--- config.mk ---
export PLATFORM = sky130hd
export DESIGN_NAME = sar_switch_ctrl
export DESIGN_NICKNAME = d
export VERILOG_FILES = /design/src/rtl/sar_pkg.sv /design/src/rtl/sar_ctrl.sv /design/src/rtl/sar_dp.sv /design/src/rtl/sar_switch_ctrl.sv
export SDC_FILE = /design/constraint.sdc
export NUM_CORES = 1
export LEC_CHECK = 0
export ABC_AREA = 1
export BUFFER_PORTS_ARGS = -buffer_cell sky130_fd_sc_hd__buf_2
export CELL_PAD_IN_SITES_DETAIL_PLACEMENT = 1
export CELL_PAD_IN_SITES_GLOBAL_PLACEMENT = 1
export CORE_ASPECT_RATIO = 0.9
export CORE_MARGIN = 2
export CORE_UTILIZATION = 30
export CTS_CLUSTER_DIAMETER = 40
export DETAILED_ROUTE_END_ITERATION = 12
export GPL_ROUTABILITY_DRIVEN = 0
export PLACE_DENSITY = 0.66
export SLEW_MARGIN = 30
export SYNTH_ARGS = -nofsm -noshare
export SYNTH_HDL_FRONTEND = slang
export SYNTH_SLANG_ARGS = --single-unit
--- constraint.sdc ---
create_clock -name clk -period 3.2 [get_ports clk]
set_input_delay 0.64 -clock clk [delete_from_list [all_inputs] [get_ports clk]]
set_output_delay 0.64 -clock clk [all_outputs]
set_load 0.1 [all_outputs]
--- src/rtl/sar_pkg.sv ---
package sar_pkg;
  typedef enum logic [1:0] {
    ST_IDLE   = 2'd0,
    ST_SAMPLE = 2'd1,
    ST_TRIAL  = 2'd2
  } sarState_e;

  typedef struct packed {
    logic loadSample;
    logic firstTrial;
    logic stepTrial;
    logic lastTrial;
  } sarStrobe_t;
endpackage

--- src/rtl/sar_ctrl.sv ---
module sar_ctrl #(
  parameter int NBITS = 6,
  localparam int IW = (NBITS > 1) ? $clog2(NBITS) : 1
) (
  input  logic               clk,
  input  logic               rstN,
  input  logic               startPulse,
  output sar_pkg::sarStrobe_t strobe,
  output logic [IW-1:0]      bitIdx,
  output logic               busy
);
  import sar_pkg::*;

  sarState_e state;

  always_ff @(posedge clk) begin
    if (!rstN) begin
      state  <= ST_IDLE;
      bitIdx <= '0;
    end else begin
      case (state)
        ST_IDLE:   if (startPulse) state <= ST_SAMPLE;
        ST_SAMPLE: begin
          state  <= ST_TRIAL;
          bitIdx <= IW'(NBITS - 1);
        end
        ST_TRIAL: begin
          if (bitIdx == '0) state <= ST_IDLE;
          else              bitIdx <= bitIdx - 1'b1;
        end
        default:   state <= ST_IDLE;
      endcase
    end
  end

  always_comb begin
    strobe.loadSample = (state == ST_IDLE) && startPulse;
    strobe.firstTrial = (state == ST_SAMPLE);
    strobe.stepTrial  = (state == ST_TRIAL);
    strobe.lastTrial  = (state == ST_TRIAL) && (bitIdx == '0);
    busy              = (state != ST_IDLE);
  end
endmodule

--- src/rtl/sar_dp.sv ---
module sar_dp #(
  parameter int NBITS = 6,
  localparam int IW = (NBITS > 1) ? $clog2(NBITS) : 1
) (
  input  logic               clk,
  input  logic               rstN,
  input  sar_pkg::sarStrobe_t strobe,
  input  logic [IW-1:0]      bitIdx,
  input  logic               cmpNeg,
  output logic               topGnd,
  output logic [NBITS-1:0]   botSelIn,
  output logic [NBITS-1:0]   botSelRef,
  output logic               donePulse,
  output logic [NBITS-1:0]   result
);
  logic [NBITS-1:0] curMask;
  logic [NBITS-1:0] nextMask;
  logic [NBITS-1:0] keptBits;

  always_comb begin
    curMask  = NBITS'(1) << bitIdx;
    nextMask = curMask >> 1;
    keptBits = (botSelRef & ~curMask) | (cmpNeg ? curMask : '0);
  end

  always_ff @(posedge clk) begin
    if (!rstN) begin
      topGnd    <= 1'b1;
      botSelIn  <= '0;
      botSelRef <= '0;
      donePulse <= 1'b0;
      result    <= '0;
    end else begin
      donePulse <= 1'b0;
      if (strobe.loadSample) begin
        topGnd    <= 1'b1;
        botSelIn  <= '1;
        botSelRef <= '0;
      end else if (strobe.firstTrial) begin
        topGnd    <= 1'b0;
        botSelIn  <= '0;
        botSelRef <= NBITS'(1) << (NBITS - 1);
      end else if (strobe.stepTrial) begin
        if (strobe.lastTrial) begin
          result    <= keptBits;
          donePulse <= 1'b1;
          topGnd    <= 1'b1;
          botSelRef <= '0;
        end else begin
          botSelRef <= keptBits | nextMask;
        end
      end
    end
  end
endmodule

--- src/rtl/sar_switch_ctrl.sv ---
module sar_switch_ctrl #(
  parameter int NBITS = 6
) (
  input  logic             clk,
  input  logic             rstN,
  input  logic             startPulse,
  input  logic             cmpNeg,
  output logic             topGnd,
  output logic [NBITS-1:0] botSelIn,
  output logic [NBITS-1:0] botSelRef,
  output logic             busy,
  output logic             donePulse,
  output logic [NBITS-1:0] result
);
  localparam int IW = (NBITS > 1) ? $clog2(NBITS) : 1;

  sar_pkg::sarStrobe_t strobe;
  logic [IW-1:0]       bitIdx;

  sar_ctrl #(.NBITS(NBITS)) u_ctrl (
    .clk(clk), .rstN(rstN), .startPulse(startPulse),
    .strobe(strobe), .bitIdx(bitIdx), .busy(busy)
  );

  sar_dp #(.NBITS(NBITS)) u_dp (
    .clk(clk), .rstN(rstN), .strobe(strobe), .bitIdx(bitIdx),
    .cmpNeg(cmpNeg), .topGnd(topGnd), .botSelIn(botSelIn),
    .botSelRef(botSelRef), .donePulse(donePulse), .result(result)
  );
endmodule

== Yosys cells after proc, flatten, opt, wreduce, memory -nomap -nowiden ==
Cells that the tools add are included.

* Add/subtract/negate cells: 1
* Equality and inequality tests: 5
* Shift-type cells: 1
* Mux-type cells: 15
* Bitwise operators: 8
* Reductions and logical operators: 15

{| class="wikitable"
|+ Operators with widths
! cell !! count
|-
| 2-to-1 mux 6 bit || 6
|-
| nonzero test 2 bit || 4
|-
| bitwise AND 6 bit || 1
|-
| inverter 6 bit || 1
|-
| bitwise OR 6 x 5 -> 6 bit || 1
|-
| bitwise OR 6 bit || 1
|-
| case mux 2 bit (3 select lines) || 1
|-
| case mux 3 bit (2 select lines) || 1
|-
| AND reduction 2 bit || 3
|-
| left shift 1 x 3 -> 6 bit, first input constant || 1
|-
| 2-to-1 mux 1 bit || 4
|-
| 2-to-1 mux 2 bit || 2
|-
| != test 2 bit, second input constant || 2
|-
| inverter 1 bit || 4
|-
| AND reduction 4 bit || 1
|-
| OR reduction 4 bit || 1
|-
| logical NOT 3 bit || 1
|-
| 2-to-1 mux 3 bit || 1
|-
| OR reduction 3 bit || 1
|-
| subtractor 3 x 1 -> 3 bit, second input constant || 1
|-
| == test 2 x 1 -> 1 bit, second input constant || 1
|-
| == test 2 bit, second input constant || 1
|-
| logical AND 1 bit || 2
|-
| logical NOT 2 bit || 1
|-
| other kinds (2) || 2
|}

* Bits in registers: 25
* Bits of input ports: 4
* Output and inout bits: 21
* Logic and storage cells: 53

== Longest topological paths before layout ==
* Depth in word-level cells: 8
* Gate-level depth with buffers: 10
* Mapped depth without buffers: 9

== Hierarchy ==
Synthesis repeated with hierarchy kept, for this count alone.

* Cells, all modules: 147
* Area, all modules: 1043.5 µm²

{| class="wikitable"
|+ By module, submodules not included
! module !! times used !! cells an instance !! area each (µm²) !! sequential area each (µm²)
|-
| sar_dp || 1 || 110 || 769.5 || 300.3
|-
| sar_ctrl || 1 || 37 || 274.0 || 100.1
|}

== Least setup slack after synthesis ==
No wires, ideal clock.

* Path kind: register to output
* Start point: reg, netlist name u_dp.botSelIn[4]
* End point: out botSelIn[1]
* Data arrival time: 1445 ps
* Required time: 2560 ps
* Slack: 1115 ps
* Stages on the path, launching flop included: 2
* Buffers on the path: 1
* Cells stage by stage: dfxtp_1 > buf_4

{| class="wikitable"
|+ RTL lines
! what !! RTL line !! text
|-
| end: declaration || sar_switch_ctrl.sv:9 || <nowiki>output logic [NBITS-1:0] botSelIn,</nowiki>
|}

== Worst setup path after layout ==
* Start point: reg u_ctrl.state[0]
* End point: out busy

* Cells in the longest elaborated chain, start to end: 1

{| class="wikitable"
|+ Ends and longest elaborated chain
! what !! RTL line !! text
|-
| start: declaration || sar_ctrl.sv:14 || <nowiki>sarState_e state;</nowiki>
|-
| start signal: assignment || sar_ctrl.sv:18 || <nowiki>state <= ST_IDLE;</nowiki>
|-
| start signal: assignment || sar_ctrl.sv:22 || <nowiki>ST_IDLE: if (startPulse) state <= ST_SAMPLE;</nowiki>
|-
| start signal: assignment || sar_ctrl.sv:24 || <nowiki>state <= ST_TRIAL;</nowiki>
|-
| nonzero test 2 bit || sar_ctrl.sv:41 || <nowiki>busy = (state != ST_IDLE);</nowiki>
|-
| end: declaration || sar_switch_ctrl.sv:11 || <nowiki>output logic busy,</nowiki>
|}

Every way passes these cells.

==> impl_metrics.ini <==
[synth]
synth_top_area_cell = dfxtp_1
avgSynthCellArea_um2 = 6.94
syn-instance-count = 162
ys_seq_elements = 20
seq_area_frac_synth = 0.356
synth_top_area_frac = 0.356
yosys_warnings = 0
ys_types = 21
syn_nets = 175
netlist_area_um2 = 1120
synth.top_cells.by_area = dfxtp_1 36%, nand2_1 17%, ha_1 10%

[clock_tree]
ctsHoldBuffers = 0
clk_pin_slew_ns = 0.08
cts_max_path_buffers = 2
clkLatencyLatePin_ns = 0.26
cts_resized = 0
cts_sinks = 20
htreeDepth = 1
post_cts_buffers = 0
cts_tree = built
cts_root_buffer = clkbuf_8
numCtsBuffers = 3

[sta]
fmax_mhz = 488
post-route-min-period_ns = 2.05
setup_tns_ns = 0
hold_viol_final = 0
setup_violations = 0
skew_ns = 0.00210
report.final.slew_viol_count = 0
setup_ws_ns = 1.15
tightest_slew_ns = 0.491
rsz0062_at_grt = false
slew_headroom = 0.675
hold_ws_ns = 0.489
fin_crit_sh = 0.640

[worst_setup_path]
crit_chain = inv_1 > ha_1 > inv_1 > buf_2
start_kind = flip-flop
crit_fanout = 3
cpPeakStageDelay_ns = 0.41
critPathArrivalTime_ns = 1.41
path_class = reg -> out
slowest_stage = buf_2
cp.required_ns = 2.56
worst_path_most_repeated_cell = inv_1
endpoint_kind = output pin

[power_and_ir_drop]
p_per_area_nw_per_um2 = 734
p_leak_nw = 0.629
vdd_drop_max_uv = 203

[finish]
finalNonFillerCells = 228
antenna_cells = 0
mostFrequentLayoutCells = 50 x nand2_1, 24 x buf_2, 20 x dfxtp_1, 17 x nand3_1, 16 x nor2_1
area_delta_synth_final_pct = 16.4
final_common_cell = nand2_1
drive_above_1_share = 0.192
final_util = 0.358
nNetsFinal = 196

[detailed_routing]
first_pass_iters = 4
vias = 1055
drc = 0
drt_iter0_markers = 23
detail_route.wl_per_cell_um = 11.9
viasPerCell = 4.63
wirelength_mm = 2.71
antenna_left = 0

[floorplan]
num_io_pins = 25
row_count = 21
core_area_um2 = 3650
dieArea_um2 = 4250
die_y_um = 62.1
die-width_um = 68.5
start_util = 0.308

[outcome]
status = completed

[global_routing]
antenna_found_initial = 0
grt_pass1_wl_mm = 4.46
grt_max_degree = 13
gr-total-overflow = 0
grt_pass1_vias = 1000
grt.total_usage = 0.142

[job]
drv_cap = 0

[placement]
dp_cells = 224
hpwl_mm = 2.21
pre_cts_slack_ns = 1.43
place.port_buffers = 24

[min_path]
worstHoldPathType = reg -> reg
cells in the mapped netlist:
master and number:
nand2_1 50, dfxtp_1 20, nand3_1 17, nor2_1 16
inv_1 14, a21oi_1 11, ha_1 9, and2_1 5
buf_4 5, buf_6 2, nand2_2 2, o21ai_0 2
clkbuf_2 1, inv_2 1, inv_4 1, nand4_1 1
nor2_2 1, nor2_4 1, nor3_1 1, or2_1 1
or2_2 1
state kept, by name, indices dropped and copies added (netlist names):
register,count
u_dp.donePulse,1
u_ctrl.state,2
u_dp.topGnd,1
u_dp.result,6
u_dp.botSelRef,6
u_dp.botSelIn,1
u_ctrl.bitIdx,3
through the flow:
step,power (mW),area (um2)
2_1_floorplan,0.662,1120
3_3_place_gp,0.702,1240
3_5_place_dp,0.712,1240
4_1_cts,0.971,1310
5_1_grt,1.02,1310
6_report,0.960,1310
worst paths after layout:
check	to	from	cells past startpoint	slack, ns
setup / recovery	busy	u_ctrl.state[0]	4	1.15
hold / removal	u_dp.result[0]	u_dp.result[0]	2	0.49
setup reg to reg	u_dp.result[3]	u_ctrl.bitIdx[0]	9	1.60
hold reg to reg	u_dp.result[0]	u_dp.result[0]	2	0.49
metal layers:
metal | vias to the layer above | track usage | wire [um]
met4 | 0 | 0.0571 | 43
met3 | 4 | 0.0324 | 70
met1 | 496 | 0.170 | 1300
li1 | 544 | - | -
met2 | 11 | 0.246 | 1290
met5 | - | 0 | 0
critical path, delay by kind of cell (launching register included):
family | cells | cell delay (ns)
fa+ha+maj | 1 | 0.21
flops | 1 | 0.37
buf+inv | 3 | 0.56
logic make-up after synthesis:
family / count (synthesis) / share of synthesized area
AND/OR/NAND/NOR: 96 / 0.372
adder cells (fa/ha/maj): 9 / 0.100
AO/OA/AOI/OAI: 13 / 0.0579
flip-flops: 20 / 0.356
buffers and inverters: 24 / 0.114
report_power, final:
group	switching (mW)	internal, mW	leakage, nW
Clock	0.0905	0.167	0.0357
Sequential	0.0240	0.272	0.162
Combinational	0.321	0.0853	0.430
Total	0.436	0.524	0.629
cell type report:
class	instances	area, um2
fillers	476	2340
multi-input cells	118	596
flip-flops and latches	20	400
repair buffers	24	120
inverters	16	62.6
well taps	46	57.6
clock buffers	3	41.3
clock inverters	1	30.0
Power figures use the tool's default switching activity.
